===== src/rtl/txd_pkg.sv =====
package txd_pkg;

  // control word field positions (software-visible layout)
  localparam int LEN_BITS  = 14;
  localparam int FIN_BIT   = 15;
  localparam int WRAP_BIT  = 30;
  localparam int OWNED_BIT = 31;

  typedef enum logic [3:0] {
    ST_IDLE,
    ST_DW0,
    ST_DW1,
    ST_CHK,
    ST_BUF,
    ST_EMIT,
    ST_DEND,
    ST_WBRD,
    ST_WBWR
  } walk_st_e;

  typedef struct packed {
    logic                owned;
    logic                wrap;
    logic [13:0]         rsv_hi;
    logic                fin;
    logic                rsv_lo;
    logic [LEN_BITS-1:0] len;
  } dctl_t;

  function automatic dctl_t ctl_decode(input logic [31:0] w);
    dctl_t c;
    c = w;
    return c;
  endfunction

  function automatic logic [7:0] lane_byte(input logic [31:0] w, input logic [1:0] lane);
    return w[8*lane +: 8];
  endfunction

  function automatic logic [31:0] mark_owned(input logic [31:0] w);
    logic [31:0] r;
    r = w;
    r[OWNED_BIT] = 1'b1;
    return r;
  endfunction

endpackage


===== src/rtl/txd_ring_ptr.sv =====
module txd_ring_ptr #(
  parameter int AW         = 32,
  parameter int DESC_BYTES = 8
) (
  input  logic          clk,
  input  logic          rst_n,
  input  logic          tx_enable,
  input  logic [AW-1:0] q_base,
  input  logic          walk_load,
  input  logic          walk_step,
  input  logic          step_wrap,
  input  logic          head_commit,
  output logic [AW-1:0] head_o,
  output logic [AW-1:0] walk_o
);

  function automatic logic [AW-1:0] step_addr(input logic [AW-1:0] cur,
                                               input logic [AW-1:0] base,
                                               input logic wrap);
    return wrap ? base : cur + AW'(DESC_BYTES);
  endfunction

  logic [AW-1:0] head_q, walk_q;
  logic [AW-1:0] walk_next;

  assign walk_next = step_addr(walk_q, q_base, step_wrap);

  always_ff @(posedge clk or negedge rst_n) begin
    if (!rst_n) begin
      head_q <= '0;
      walk_q <= '0;
    end else if (!tx_enable) begin
      head_q <= q_base;
      walk_q <= q_base;
    end else begin
      if (head_commit) head_q <= walk_next;
      if (walk_load)      walk_q <= head_q;
      else if (walk_step) walk_q <= walk_next;
    end
  end

  assign head_o = head_q;
  assign walk_o = walk_q;

  AST_COMMIT_WITH_STEP: assert property (@(posedge clk) disable iff (!rst_n)
    head_commit |-> walk_step && !walk_load);

endmodule


===== src/rtl/txd_byte_lane.sv =====
module txd_byte_lane #(
  parameter int AW    = 32,
  parameter int LEN_W = 14
) (
  input  logic             clk,
  input  logic             rst_n,
  input  logic             idx_clr,
  input  logic             word_load,
  input  logic [31:0]      word_in,
  input  logic             adv,
  input  logic [AW-1:0]    buf_addr,
  input  logic [LEN_W-1:0] len,
  output logic [7:0]       byte_o,
  output logic [AW-1:0]    fetch_addr_o,
  output logic             at_end_o,
  output logic             next_fetch_o
);
  import txd_pkg::*;

  logic [LEN_W-1:0] idx_q;
  logic [31:0]      word_q;
  logic [AW-1:0]    cur_addr;

  assign cur_addr     = buf_addr + AW'(idx_q);
  assign fetch_addr_o = {cur_addr[AW-1:2], 2'b00};
  assign byte_o       = lane_byte(word_q, cur_addr[1:0]);
  assign at_end_o     = (idx_q == len - LEN_W'(1));
  assign next_fetch_o = (cur_addr[1:0] == 2'b11);

  always_ff @(posedge clk or negedge rst_n) begin
    if (!rst_n) begin
      idx_q  <= '0;
      word_q <= '0;
    end else begin
      if (idx_clr)  idx_q <= '0;
      else if (adv) idx_q <= idx_q + LEN_W'(1);
      if (word_load) word_q <= word_in;
    end
  end

  AST_ADV_INSIDE_BUF: assert property (@(posedge clk) disable iff (!rst_n)
    adv |-> idx_q < len);

endmodule


===== src/rtl/txd_frame_cnt.sv =====
module txd_frame_cnt #(
  parameter int MAX_FRAME = 2048,
  parameter int CNT_W     = $clog2(MAX_FRAME + 1)
) (
  input  logic clk,
  input  logic rst_n,
  input  logic clr,
  input  logic inc,
  input  logic drop,
  output logic at_limit_o,
  output logic full_o,
  output logic trunc_o
);

  logic [CNT_W-1:0] cnt_q;
  logic             trunc_q;

  assign at_limit_o = (cnt_q == CNT_W'(MAX_FRAME - 1));
  assign full_o     = (cnt_q == CNT_W'(MAX_FRAME));
  assign trunc_o    = trunc_q;

  always_ff @(posedge clk or negedge rst_n) begin
    if (!rst_n) begin
      cnt_q   <= '0;
      trunc_q <= 1'b0;
    end else if (clr) begin
      cnt_q   <= '0;
      trunc_q <= 1'b0;
    end else begin
      if (inc)  cnt_q   <= cnt_q + CNT_W'(1);
      if (drop) trunc_q <= 1'b1;
    end
  end

  AST_NO_COUNT_PAST_LIMIT: assert property (@(posedge clk) disable iff (!rst_n)
    inc |-> !full_o);

endmodule


===== src/rtl/txd_ring_walker.sv =====
module txd_ring_walker #(
  parameter int AW        = 32,
  parameter int MAX_FRAME = 2048
) (
  input  logic          clk,
  input  logic          rst_n,
  input  logic          tx_enable,
  input  logic          tx_start,
  input  logic [AW-1:0] q_base,
  output logic          mem_req,
  output logic          mem_we,
  output logic [AW-1:0] mem_addr,
  output logic [31:0]   mem_wdata,
  input  logic          mem_ack,
  input  logic [31:0]   mem_rdata,
  output logic          tx_valid,
  output logic [7:0]    tx_data,
  output logic          tx_last,
  input  logic          tx_ready,
  output logic          fr_done,
  output logic          fr_trunc
);
  import txd_pkg::*;

  localparam int CNT_W      = $clog2(MAX_FRAME + 1);
  localparam int DESC_BYTES = 8;
  localparam int CTL_OFS    = 4;

  walk_st_e      st_q, st_d;
  logic [AW-1:0] buf_q;
  dctl_t         ctl_q;
  logic [31:0]   wb_q;
  logic          done_q, trunc_out_q;

  // internal events, named for the assertions
  logic walk_load, walk_step, head_commit;
  logic fc_clr, fc_inc, fc_drop;
  logic idx_clr, word_load, adv;
  logic buf_ld, ctl_ld, wb_ld, done_set;

  logic [AW-1:0] head, walk, fetch_addr;
  logic [7:0]    lane_b;
  logic          lane_end, next_fetch;
  logic          fc_at_limit, fc_full, fc_trunc;
  logic          unused_rsv;

  assign unused_rsv = ^{ctl_q.rsv_hi, ctl_q.rsv_lo};

  txd_ring_ptr #(.AW(AW), .DESC_BYTES(DESC_BYTES)) u_ptr (
    .clk         (clk),
    .rst_n       (rst_n),
    .tx_enable   (tx_enable),
    .q_base      (q_base),
    .walk_load   (walk_load),
    .walk_step   (walk_step),
    .step_wrap   (ctl_q.wrap),
    .head_commit (head_commit),
    .head_o      (head),
    .walk_o      (walk)
  );

  txd_byte_lane #(.AW(AW), .LEN_W(LEN_BITS)) u_lane (
    .clk          (clk),
    .rst_n        (rst_n),
    .idx_clr      (idx_clr),
    .word_load    (word_load),
    .word_in      (mem_rdata),
    .adv          (adv),
    .buf_addr     (buf_q),
    .len          (ctl_q.len),
    .byte_o       (lane_b),
    .fetch_addr_o (fetch_addr),
    .at_end_o     (lane_end),
    .next_fetch_o (next_fetch)
  );

  txd_frame_cnt #(.MAX_FRAME(MAX_FRAME), .CNT_W(CNT_W)) u_cnt (
    .clk        (clk),
    .rst_n      (rst_n),
    .clr        (fc_clr),
    .inc        (fc_inc),
    .drop       (fc_drop),
    .at_limit_o (fc_at_limit),
    .full_o     (fc_full),
    .trunc_o    (fc_trunc)
  );

  // next state and strobes
  always_comb begin
    st_d        = st_q;
    walk_load   = 1'b0;
    walk_step   = 1'b0;
    head_commit = 1'b0;
    fc_clr      = 1'b0;
    fc_inc      = 1'b0;
    fc_drop     = 1'b0;
    idx_clr     = 1'b0;
    word_load   = 1'b0;
    adv         = 1'b0;
    buf_ld      = 1'b0;
    ctl_ld      = 1'b0;
    wb_ld       = 1'b0;
    done_set    = 1'b0;
    if (!tx_enable) begin
      st_d = ST_IDLE;
    end else begin
      case (st_q)
        ST_IDLE: if (tx_start) begin
          walk_load = 1'b1;
          fc_clr    = 1'b1;
          st_d      = ST_DW0;
        end
        ST_DW0: if (mem_ack) begin
          buf_ld = 1'b1;
          st_d   = ST_DW1;
        end
        ST_DW1: if (mem_ack) begin
          ctl_ld = 1'b1;
          st_d   = ST_CHK;
        end
        ST_CHK: begin
          if (ctl_q.owned) begin
            st_d = ST_IDLE;
          end else if (ctl_q.len == '0) begin
            st_d = ST_DEND;
          end else if (fc_full) begin
            fc_drop = 1'b1;
            st_d    = ST_DEND;
          end else begin
            idx_clr = 1'b1;
            st_d    = ST_BUF;
          end
        end
        ST_BUF: if (mem_ack) begin
          word_load = 1'b1;
          st_d      = ST_EMIT;
        end
        ST_EMIT: if (tx_ready) begin
          adv    = 1'b1;
          fc_inc = 1'b1;
          if (lane_end) begin
            st_d = ST_DEND;
          end else if (fc_at_limit) begin
            fc_drop = 1'b1;
            st_d    = ST_DEND;
          end else if (next_fetch) begin
            st_d = ST_BUF;
          end
        end
        ST_DEND: begin
          if (ctl_q.fin) begin
            st_d = ST_WBRD;
          end else begin
            walk_step = 1'b1;
            st_d      = ST_DW0;
          end
        end
        ST_WBRD: if (mem_ack) begin
          wb_ld = 1'b1;
          st_d  = ST_WBWR;
        end
        ST_WBWR: if (mem_ack) begin
          head_commit = 1'b1;
          walk_step   = 1'b1;
          fc_clr      = 1'b1;
          done_set    = 1'b1;
          st_d        = ST_DW0;
        end
        default: st_d = ST_IDLE;
      endcase
    end
  end

  always_ff @(posedge clk or negedge rst_n) begin
    if (!rst_n) begin
      st_q        <= ST_IDLE;
      buf_q       <= '0;
      ctl_q       <= '0;
      wb_q        <= '0;
      done_q      <= 1'b0;
      trunc_out_q <= 1'b0;
    end else begin
      st_q        <= st_d;
      done_q      <= done_set;
      trunc_out_q <= done_set & fc_trunc;
      if (buf_ld) buf_q <= mem_rdata[AW-1:0];
      if (ctl_ld) ctl_q <= ctl_decode(mem_rdata);
      if (wb_ld)  wb_q  <= mark_owned(mem_rdata);
    end
  end

  // memory port
  always_comb begin
    mem_req   = 1'b0;
    mem_we    = 1'b0;
    mem_addr  = '0;
    mem_wdata = wb_q;
    case (st_q)
      ST_DW0:  begin mem_req = 1'b1; mem_addr = walk; end
      ST_DW1:  begin mem_req = 1'b1; mem_addr = walk + AW'(CTL_OFS); end
      ST_BUF:  begin mem_req = 1'b1; mem_addr = fetch_addr; end
      ST_WBRD: begin mem_req = 1'b1; mem_addr = head + AW'(CTL_OFS); end
      ST_WBWR: begin mem_req = 1'b1; mem_we = 1'b1; mem_addr = head + AW'(CTL_OFS); end
      default: ;
    endcase
  end

  // byte stream
  assign tx_valid = (st_q == ST_EMIT);
  assign tx_data  = lane_b;
  assign tx_last  = (st_q == ST_EMIT) && ((lane_end && ctl_q.fin) || fc_at_limit);
  assign fr_done  = done_q;
  assign fr_trunc = trunc_out_q;

  AST_REQ_HOLD: assert property (@(posedge clk) disable iff (!rst_n || !tx_enable)
    mem_req && !mem_ack |=> mem_req && $stable(mem_addr) && $stable(mem_we) && $stable(mem_wdata));
  AST_STREAM_HOLD: assert property (@(posedge clk) disable iff (!rst_n || !tx_enable)
    tx_valid && !tx_ready |=> tx_valid && $stable(tx_data) && $stable(tx_last));
  AST_WB_MARKS_OWNED: assert property (@(posedge clk) disable iff (!rst_n)
    mem_req && mem_we |-> mem_wdata[OWNED_BIT]);
  AST_DONE_AFTER_WACK: assert property (@(posedge clk) disable iff (!rst_n)
    fr_done |-> $past(mem_req && mem_we && mem_ack));
  AST_OFF_GOES_IDLE: assert property (@(posedge clk) disable iff (!rst_n)
    !tx_enable |=> !mem_req && !tx_valid);
  AST_TRUNC_WITH_DONE: assert property (@(posedge clk) disable iff (!rst_n)
    fr_trunc |-> fr_done);

endmodule


===== config.mk =====
export PLATFORM = sky130hd
export DESIGN_NAME = txd_ring_walker
export DESIGN_NICKNAME = d
export VERILOG_FILES = /design/src/rtl/txd_pkg.sv /design/src/rtl/txd_ring_ptr.sv /design/src/rtl/txd_byte_lane.sv /design/src/rtl/txd_frame_cnt.sv /design/src/rtl/txd_ring_walker.sv
export SDC_FILE = /design/constraint.sdc
export NUM_CORES = 1
export LEC_CHECK = 0
export CAP_MARGIN = 10
export CORE_MARGIN = 3
export CORE_UTILIZATION = 50
export CTS_CLUSTER_SIZE = 16
export DETAILED_ROUTE_END_ITERATION = 8
export PLACE_DENSITY = 0.82
export RECOVER_POWER = 25
export SYNTH_ARGS = -nofsm -noshare
export SYNTH_HDL_FRONTEND = slang
export SYNTH_SLANG_ARGS = --single-unit

===== constraint.sdc =====
create_clock -name clk -period 3.2 [get_ports clk]
set_input_delay 0.64 -clock clk [delete_from_list [all_inputs] [get_ports clk]]
set_output_delay 0.64 -clock clk [all_outputs]
set_load 0.03 [all_outputs]

==> results.yml, run 1 <==
run_status:
  run_status: "finished, violations left"
  violations: "capacitance limit, slew limit, setup timing"
sta:
  min_period_ps: 4140
  hold_ws_ps: 464.6
  finalMaxSlewViolations: 89
  fin_crit_sh: 1.294
  rsz0062_at_grt: "true"
  tightest_slew_ps: 2414
  skew_ps: 23.87
  setup_viol_count_final: 31
  slew_headroom: -0.6092
  max_freq_mhz: 241.6
  hold_violations: 0
  setup_slack_ps: -939.7
yosys:
  ys_top_cells_by_count: "dfrtp_1, nand2_1, nor2_1"
  ys_top_cells_by_area: "dfrtp_1, mux2_2, nand2_1"
  synthCells: 1466
  synth_ff_type: "dfrtp_1"
  netlist_area_sq_um: 13720
  yosysSeqAreaShare: 0.3831
  yosysTopAreaCellShare: 0.3831
  yosysTopAreaCell: "dfrtp_1"
  synth-seq-cells: 210
  synthesis.nets: 1558
  ys_async_sr_fraction: 1.000
  synth_edf_count: 0
  synth_most_common_cell: "dfrtp_1"
  yosysWarnings: 0
  ys_types: 85
  avgSynthCellArea_sq_um: 9.357
setup_path:
  cp.required_ps: 2560
  critPathLaunchType: "register"
  rrSetupSlack_ps: 70
  r2r_end: "st_q[1]"
  cp_top_family: "buffers and inverters"
  path_class: "reg2out"
  cp.depth: 14
  worst_path_max_delay_cell: "dfrtp_1"
  path_buf_inv: 6
  r2r_start: "ctl_q[3]"
  crit_top_cell: "buf_12"
  end_kind: "output port"
  reg2reg_depth: 11
  cp_max_fo: 7
  worstPathCellList: "buf_6 > nand3b_1 > buf_6 > buf_12 > o221ai_4 > o2bb2ai_4 > nor4_4 > nand4_2 > buf_12 > buf_8 > o31a_1 > o21ai_1 > o211ai_1 > buf_12"
  crit_arrival_ps: 3500
  cpPeakStageDelay_ps: 440
final_layout:
  fin_util: 0.7232
  fillers: 1759
  drive_above_1_share: 0.3307
  num-nets-final: 1855
  synthToLayoutAreaGrowth_pct: 39.72
  final_cells: 2113
  n_antenna_cell: 0
routing:
  first_pass_iters: 7
  vias: 13840
  wl_um: 49870
  routed_via_density: 6.550
  route.detailed.drc: 0
  drt_iter0_drc: 1500
  wl_per_cell_um: 23.60
  ant_nets: 0
placed_design:
  dp_cells: 2032
  pre_cts_slack_ps: -328.0
  dp_hpwl_um: 33140
  port_buffers: 147
  routabilityCongestion: 0.9229
cts:
  numCtsBuffers: 23
  cts_root_buffer: "clkbuf_16"
  clkLatencyLatePin_ps: 560
  cts_max_level: 1
  cts_tree: "built"
  cts_hold_buf: 0
  path_clk_slew_ps: 70
  cts_sinks: 210
  clk_path_buf_depth: 3
min_path:
  worst_hold_path_type: "reg2reg"
  min_to: "mem_wdata[31]"
  hold_depth: 1
  hp-start: "mem_wdata[31]"
grt:
  use_met1: 0.4049
  antenna_found_initial: 0
  met2_usage: 0.5321
  grt_pass1_wl_um: 74170
  grt.total_usage: 0.3159
  grt_overflow: 0
  top_usage_layer: "met2"
  grt_max_degree: 89
  grt_use_met3: 0.06757
  grt_pass1_vias: 13360
run:
  drv_cap: 1
floorplan:
  die_w_um: 171.6
  core_area_sq_um: 26500
  std_cell_rows: 59
  dieArea_sq_um: 29460
  start_util: 0.5176
  die_h_um: 171.6
  io_pins: 148
power_and_ir_drop:
  vdd_ir_drop_max_uv: 688.2
  power_leakage_nw: 8.156
  p_total_mw: 17.13
  power_density_nw_per_um2: 893.7
flip-flops by register name (all words and copies together) (netlist names):
| register | cells |
|---|---|
| buf_q | 32 |
| ctl_q | 17 |
| fr_done | 1 |
| fr_trunc | 1 |
| mem_wdata | 32 |
| st_q | 4 |
| u_cnt.cnt_q | 12 |
| u_cnt.trunc_o | 1 |
| u_lane.idx_q | 14 |
| u_lane.word_q | 32 |
| u_ptr.head_o | 32 |
| u_ptr.walk_o | 32 |
per-stage QoR:
stage               TNS [ps]  instance area [sq um]
global placement       -3982                  17160
CTS                   -17440                  18650
floorplan              -2538                  13900
detailed placement     -4736                  17160
finish                -22850                  19170
global route          -24820                  19170
how the worst max path moves through the flow:
| stage | startpoint | endpoint | slack [ps] |
|---|---|---|---|
| finish | st_q[2] | mem_addr[29] | -940 |
| global route | st_q[2] | mem_addr[29] | -1030 |
| CTS | st_q[1] | mem_addr[19] | -770 |
| detailed placement | st_q[1] | mem_addr[28] | -330 |
| global placement | st_q[1] | mem_addr[19] | -260 |
| floorplan | st_q[2] | mem_addr[29] | -240 |
placed cells by master (no fill, tap or decap), types with 13 or more instances in the layout:
| master | Yosys | layout |
|---|---|---|
| nor3_1 | 24 | 16 |
| nor4_1 | 17 | 13 |
| a21oi_1 | 52 | 47 |
| a31oi_1 | 20 | 18 |
| o221ai_1 | 51 | 27 |
| o22ai_1 | 23 | 23 |
| inv_1 | 29 | 24 |
| nand3_1 | 47 | 44 |
| mux2_2 | 110 | 110 |
| a21o_1 | 15 | 14 |
| nand4_1 | 27 | 27 |
| o221ai_2 | 1 | 19 |
| nor2_1 | 126 | 121 |
| ha_1 | 21 | 17 |
| xor2_1 | 62 | 59 |
| clkbuf_16 | 0 | 25 |
| buf_12 | 0 | 42 |
| buf_6 | 6 | 27 |
| and3_1 | 16 | 16 |
| xnor2_1 | 52 | 47 |
| o21ai_0 | 80 | 68 |
| nand2_1 | 147 | 145 |
| clkdlybuf4s50_1 | 0 | 101 |
| buf_4 | 2 | 196 |
| dfrtp_1 | 210 | 210 |
report_power, final:
part / leakage, nW / total [mW] / internal, mW / switching (mW)
sequential: 2.63 / 4.40 / 3.38 / 1.02
combinational: 5.16 / 9.98 / 4.69 / 5.29
clock: 0.371 / 2.74 / 1.54 / 1.20
total: 8.16 / 17.1 / 9.61 / 7.52
worst reg2reg max path, delay by kind of cell (launching register included):
family / cells / cell delay [ps]
AOI/OAI and AO/OA: 5 / 1270
buffers and inverters: 3 / 430
DFF: 1 / 410
and+or+nand+nor: 3 / 950
layer usage:
layer / share of wire / vias up / wire (um)
met1: 0.38 / 6820 / 18890
met2: 0.48 / 838 / 24120
met4: 0.045 / 0 / 2227
li1: - / 6009 / -
met5: 0 / - / 0
met3: 0.093 / 173 / 4638
cell type report:
cell class	count	area (sq um)	area share
Multi-Input combinational cell	1116	8808	0.4596
Sequential cell	210	5255	0.2742
Timing Repair Buffer	382	3811	0.1989
Clock buffer	27	610.6	0.03186
Tap cell	335	419.2	0.02187
Clock inverter	13	146.4	0.007638
Inverter	30	115.1	0.006006
logic make-up after synthesis:
kind of cell	synth area share
xor+xnor	0.07443
fa+ha+maj	0.02061
buf+inv	0.04415
flops	0.3831
mux	0.1129
simple gates	0.1823
compound gates	0.1824
timing repair:
action,4_1_cts,5_1_grt
resized for setup,120,79
buffers inserted,20,19
setup endpoints to repair,39,42
gates cloned,3,2
pin swaps,36,49
endpoints found under the hold margin,0,0
No activity file was read; power rests on OpenSTA's default activity.
==> inputs of run 2 (changes only) <==
Settings changed: SLEW_MARGIN from default to 10.
==> results of run 2 <==
No change in the layout: final DEF, timing and power equal those of run 1.
==> inputs of run 3 (changes only) <==
Settings changed: SKIP_LAST_GASP from default to 1.
==> run 3 against run 2 <==
Clock skew grew 2.1 ps. First-iteration DRC count shrank 1.5%. The run still ends with capacitance limit, slew limit, setup timing left. Largest power group unchanged. Die area is the same. Sequential cell count is the same. Register-to-register slack is essentially flat. Critical endpoint is now mem_addr[26]. Worst setup slack gained 48 ps. Sequential power is essentially flat. Sequential share of layout area is essentially flat.
==> results.yml, run 3 (synthesis gave the netlist of run 1 again) <==
setup_path:
  crit_arrival_ps: 3450
  end_kind: "output port"
  path_class: "reg2out"
  critPathLaunchType: "register"
  cp_max_fo: 14
  cp.required_ps: 2560
grt:
  grt_overflow: 0
  top_usage_layer: "met2"
  grt.total_usage: 0.3147
  grt_pass1_vias: 13350
  use_met1: 0.4013
  antenna_found_initial: 0
  grt_max_degree: 89
  met2_usage: 0.5329
  grt_pass1_wl_um: 73880
  grt_use_met3: 0.06964
final_layout:
  fin_util: 0.7223
  synthToLayoutAreaGrowth_pct: 39.55
  drive_above_1_share: 0.3335
  mostFrequentLayoutCells: "buf_4, dfrtp_1, nand2_1"
  num-nets-final: 1864
  mostFrequentLayoutCell: "buf_4"
  stdcell_area_sq_um: 19140
  final_cells: 2122
  n_antenna_cell: 0
routing:
  first_pass_iters: 6
  vias: 13720
  wl_per_cell_um: 22.97
  route.detailed.drc: 0
  wl_um: 48750
  ant_nets: 0
  drt_iter0_drc: 1477
  routed_via_density: 6.466
power_and_ir_drop:
  p_total_mw: 17.07
  power_leakage_nw: 8.142
  vdd_ir_drop_max_uv: 689.0
  power_density_nw_per_um2: 891.6
cts:
  clk_path_buf_depth: 3
  cts_root_buffer: "clkbuf_16"
  cts_hold_buf: 0
  cts_tree: "built"
  cts_max_level: 1
  numCtsBuffers: 23
  cts_sinks: 210
  clkLatencyLatePin_ps: 560
  path_clk_slew_ps: 60
sta:
  slew_headroom: -0.5992
  fin_crit_sh: 1.279
  tightest_slew_ps: 2399
  setup_viol_count_final: 31
  skew_ps: 25.96
  hold_violations: 0
  setup_slack_ps: -891.7
  fin_setup_tns_ps: -21390
  min_period_ps: 4092
  max_freq_mhz: 244.4
  finalMaxSlewViolations: 89
  rsz0062_at_grt: "true"
floorplan:
  start_util: 0.5176
  dieArea_sq_um: 29460
  die_h_um: 171.6
  io_pins: 148
  std_cell_rows: 59
  core_area_sq_um: 26500
  die_w_um: 171.6
min_path:
  worst_hold_path_type: "reg2reg"
placed_design:
  dp_cells: 2032
  port_buffers: 147
  post_dp_cell_area_sq_um: 17160
  routabilityCongestion: 0.9229
  dp_hpwl_um: 33140
run_status:
  run_status: "finished, violations left"
  violations: "capacitance limit, slew limit, setup timing"
run:
  drv_cap: 1
run 3: layer usage:
layer / vias to the layer above / part of all wire
li1: 6025 / -
met2: 763 / 0.48
met3: 138 / 0.092
met4: 0 / 0.039
met5: - / 0
met1: 6795 / 0.39
run 3: path summary, 6_finish.rpt:
| check | start | endpoint | slack (ps) | depth (start not counted) |
|---|---|---|---|---|
| hold / removal | mem_wdata[31] | mem_wdata[31] | 460 | 1 |
| min in group asynchronous | rst_n | u_ptr.head_o[1] | 820 | 1 |
| hold reg to reg | mem_wdata[31] | mem_wdata[31] | 460 | 1 |
| max in group asynchronous | rst_n | ctl_q[30] | 420 | 2 |
| setup reg to reg | ctl_q[3] | st_q[1] | 70 | 11 |
| setup / recovery | st_q[2] | mem_addr[26] | -890 | 15 |
run 3: stage by stage:
stage / worst slack (ps) / hold slack [ps]
floorplan: -244.7 / 344.4
global placement: -258.2 / 451.1
detailed placement: -328.0 / 456.4
CTS: -773.0 / 217.4
global route: -1009 / 494.7
finish: -891.7 / 464.5
run 3: critical path, stage by stage, from the launching register on:
cell,delay [ps]
dfrtp_1,440
buf_6,150
nand3b_1,130
buf_6,150
buf_12,130
buf_12,120
o221ai_1,130
o2bb2ai_2,180
nor4_2,310
nand3_2,130
buf_12,170
buf_4,130
o31a_1,230
o21ai_1,130
nand4_1,160
buf_12,190
run 3: area by class of cell:
cell class	instances	area [sq um]
Clock buffer	27	610.6
Multi-Input combinational cell	1116	8747
Timing Repair Buffer	391	3844
Clock inverter	13	146.4
Fill cell	1771	7360
Sequential cell	210	5256
Tap cell	335	419.2
Inverter	30	118.9
run 3: what timing repair did:
| item | in CTS | in global routing |
|---|---|---|
| setup endpoints to repair | 39 | 42 |
| gates cloned | 3 | 2 |
| buffers inserted | 20 | 28 |
| resized for setup | 106 | 82 |
| pin swaps | 36 | 53 |
run 3: report_power, final:
part           internal [mW]  total, mW  switching (mW)
clock                   1.54       2.75            1.21
sequential              3.38       4.38            1.00
combinational           4.70       9.93            5.23
total                   9.62       17.1            7.44
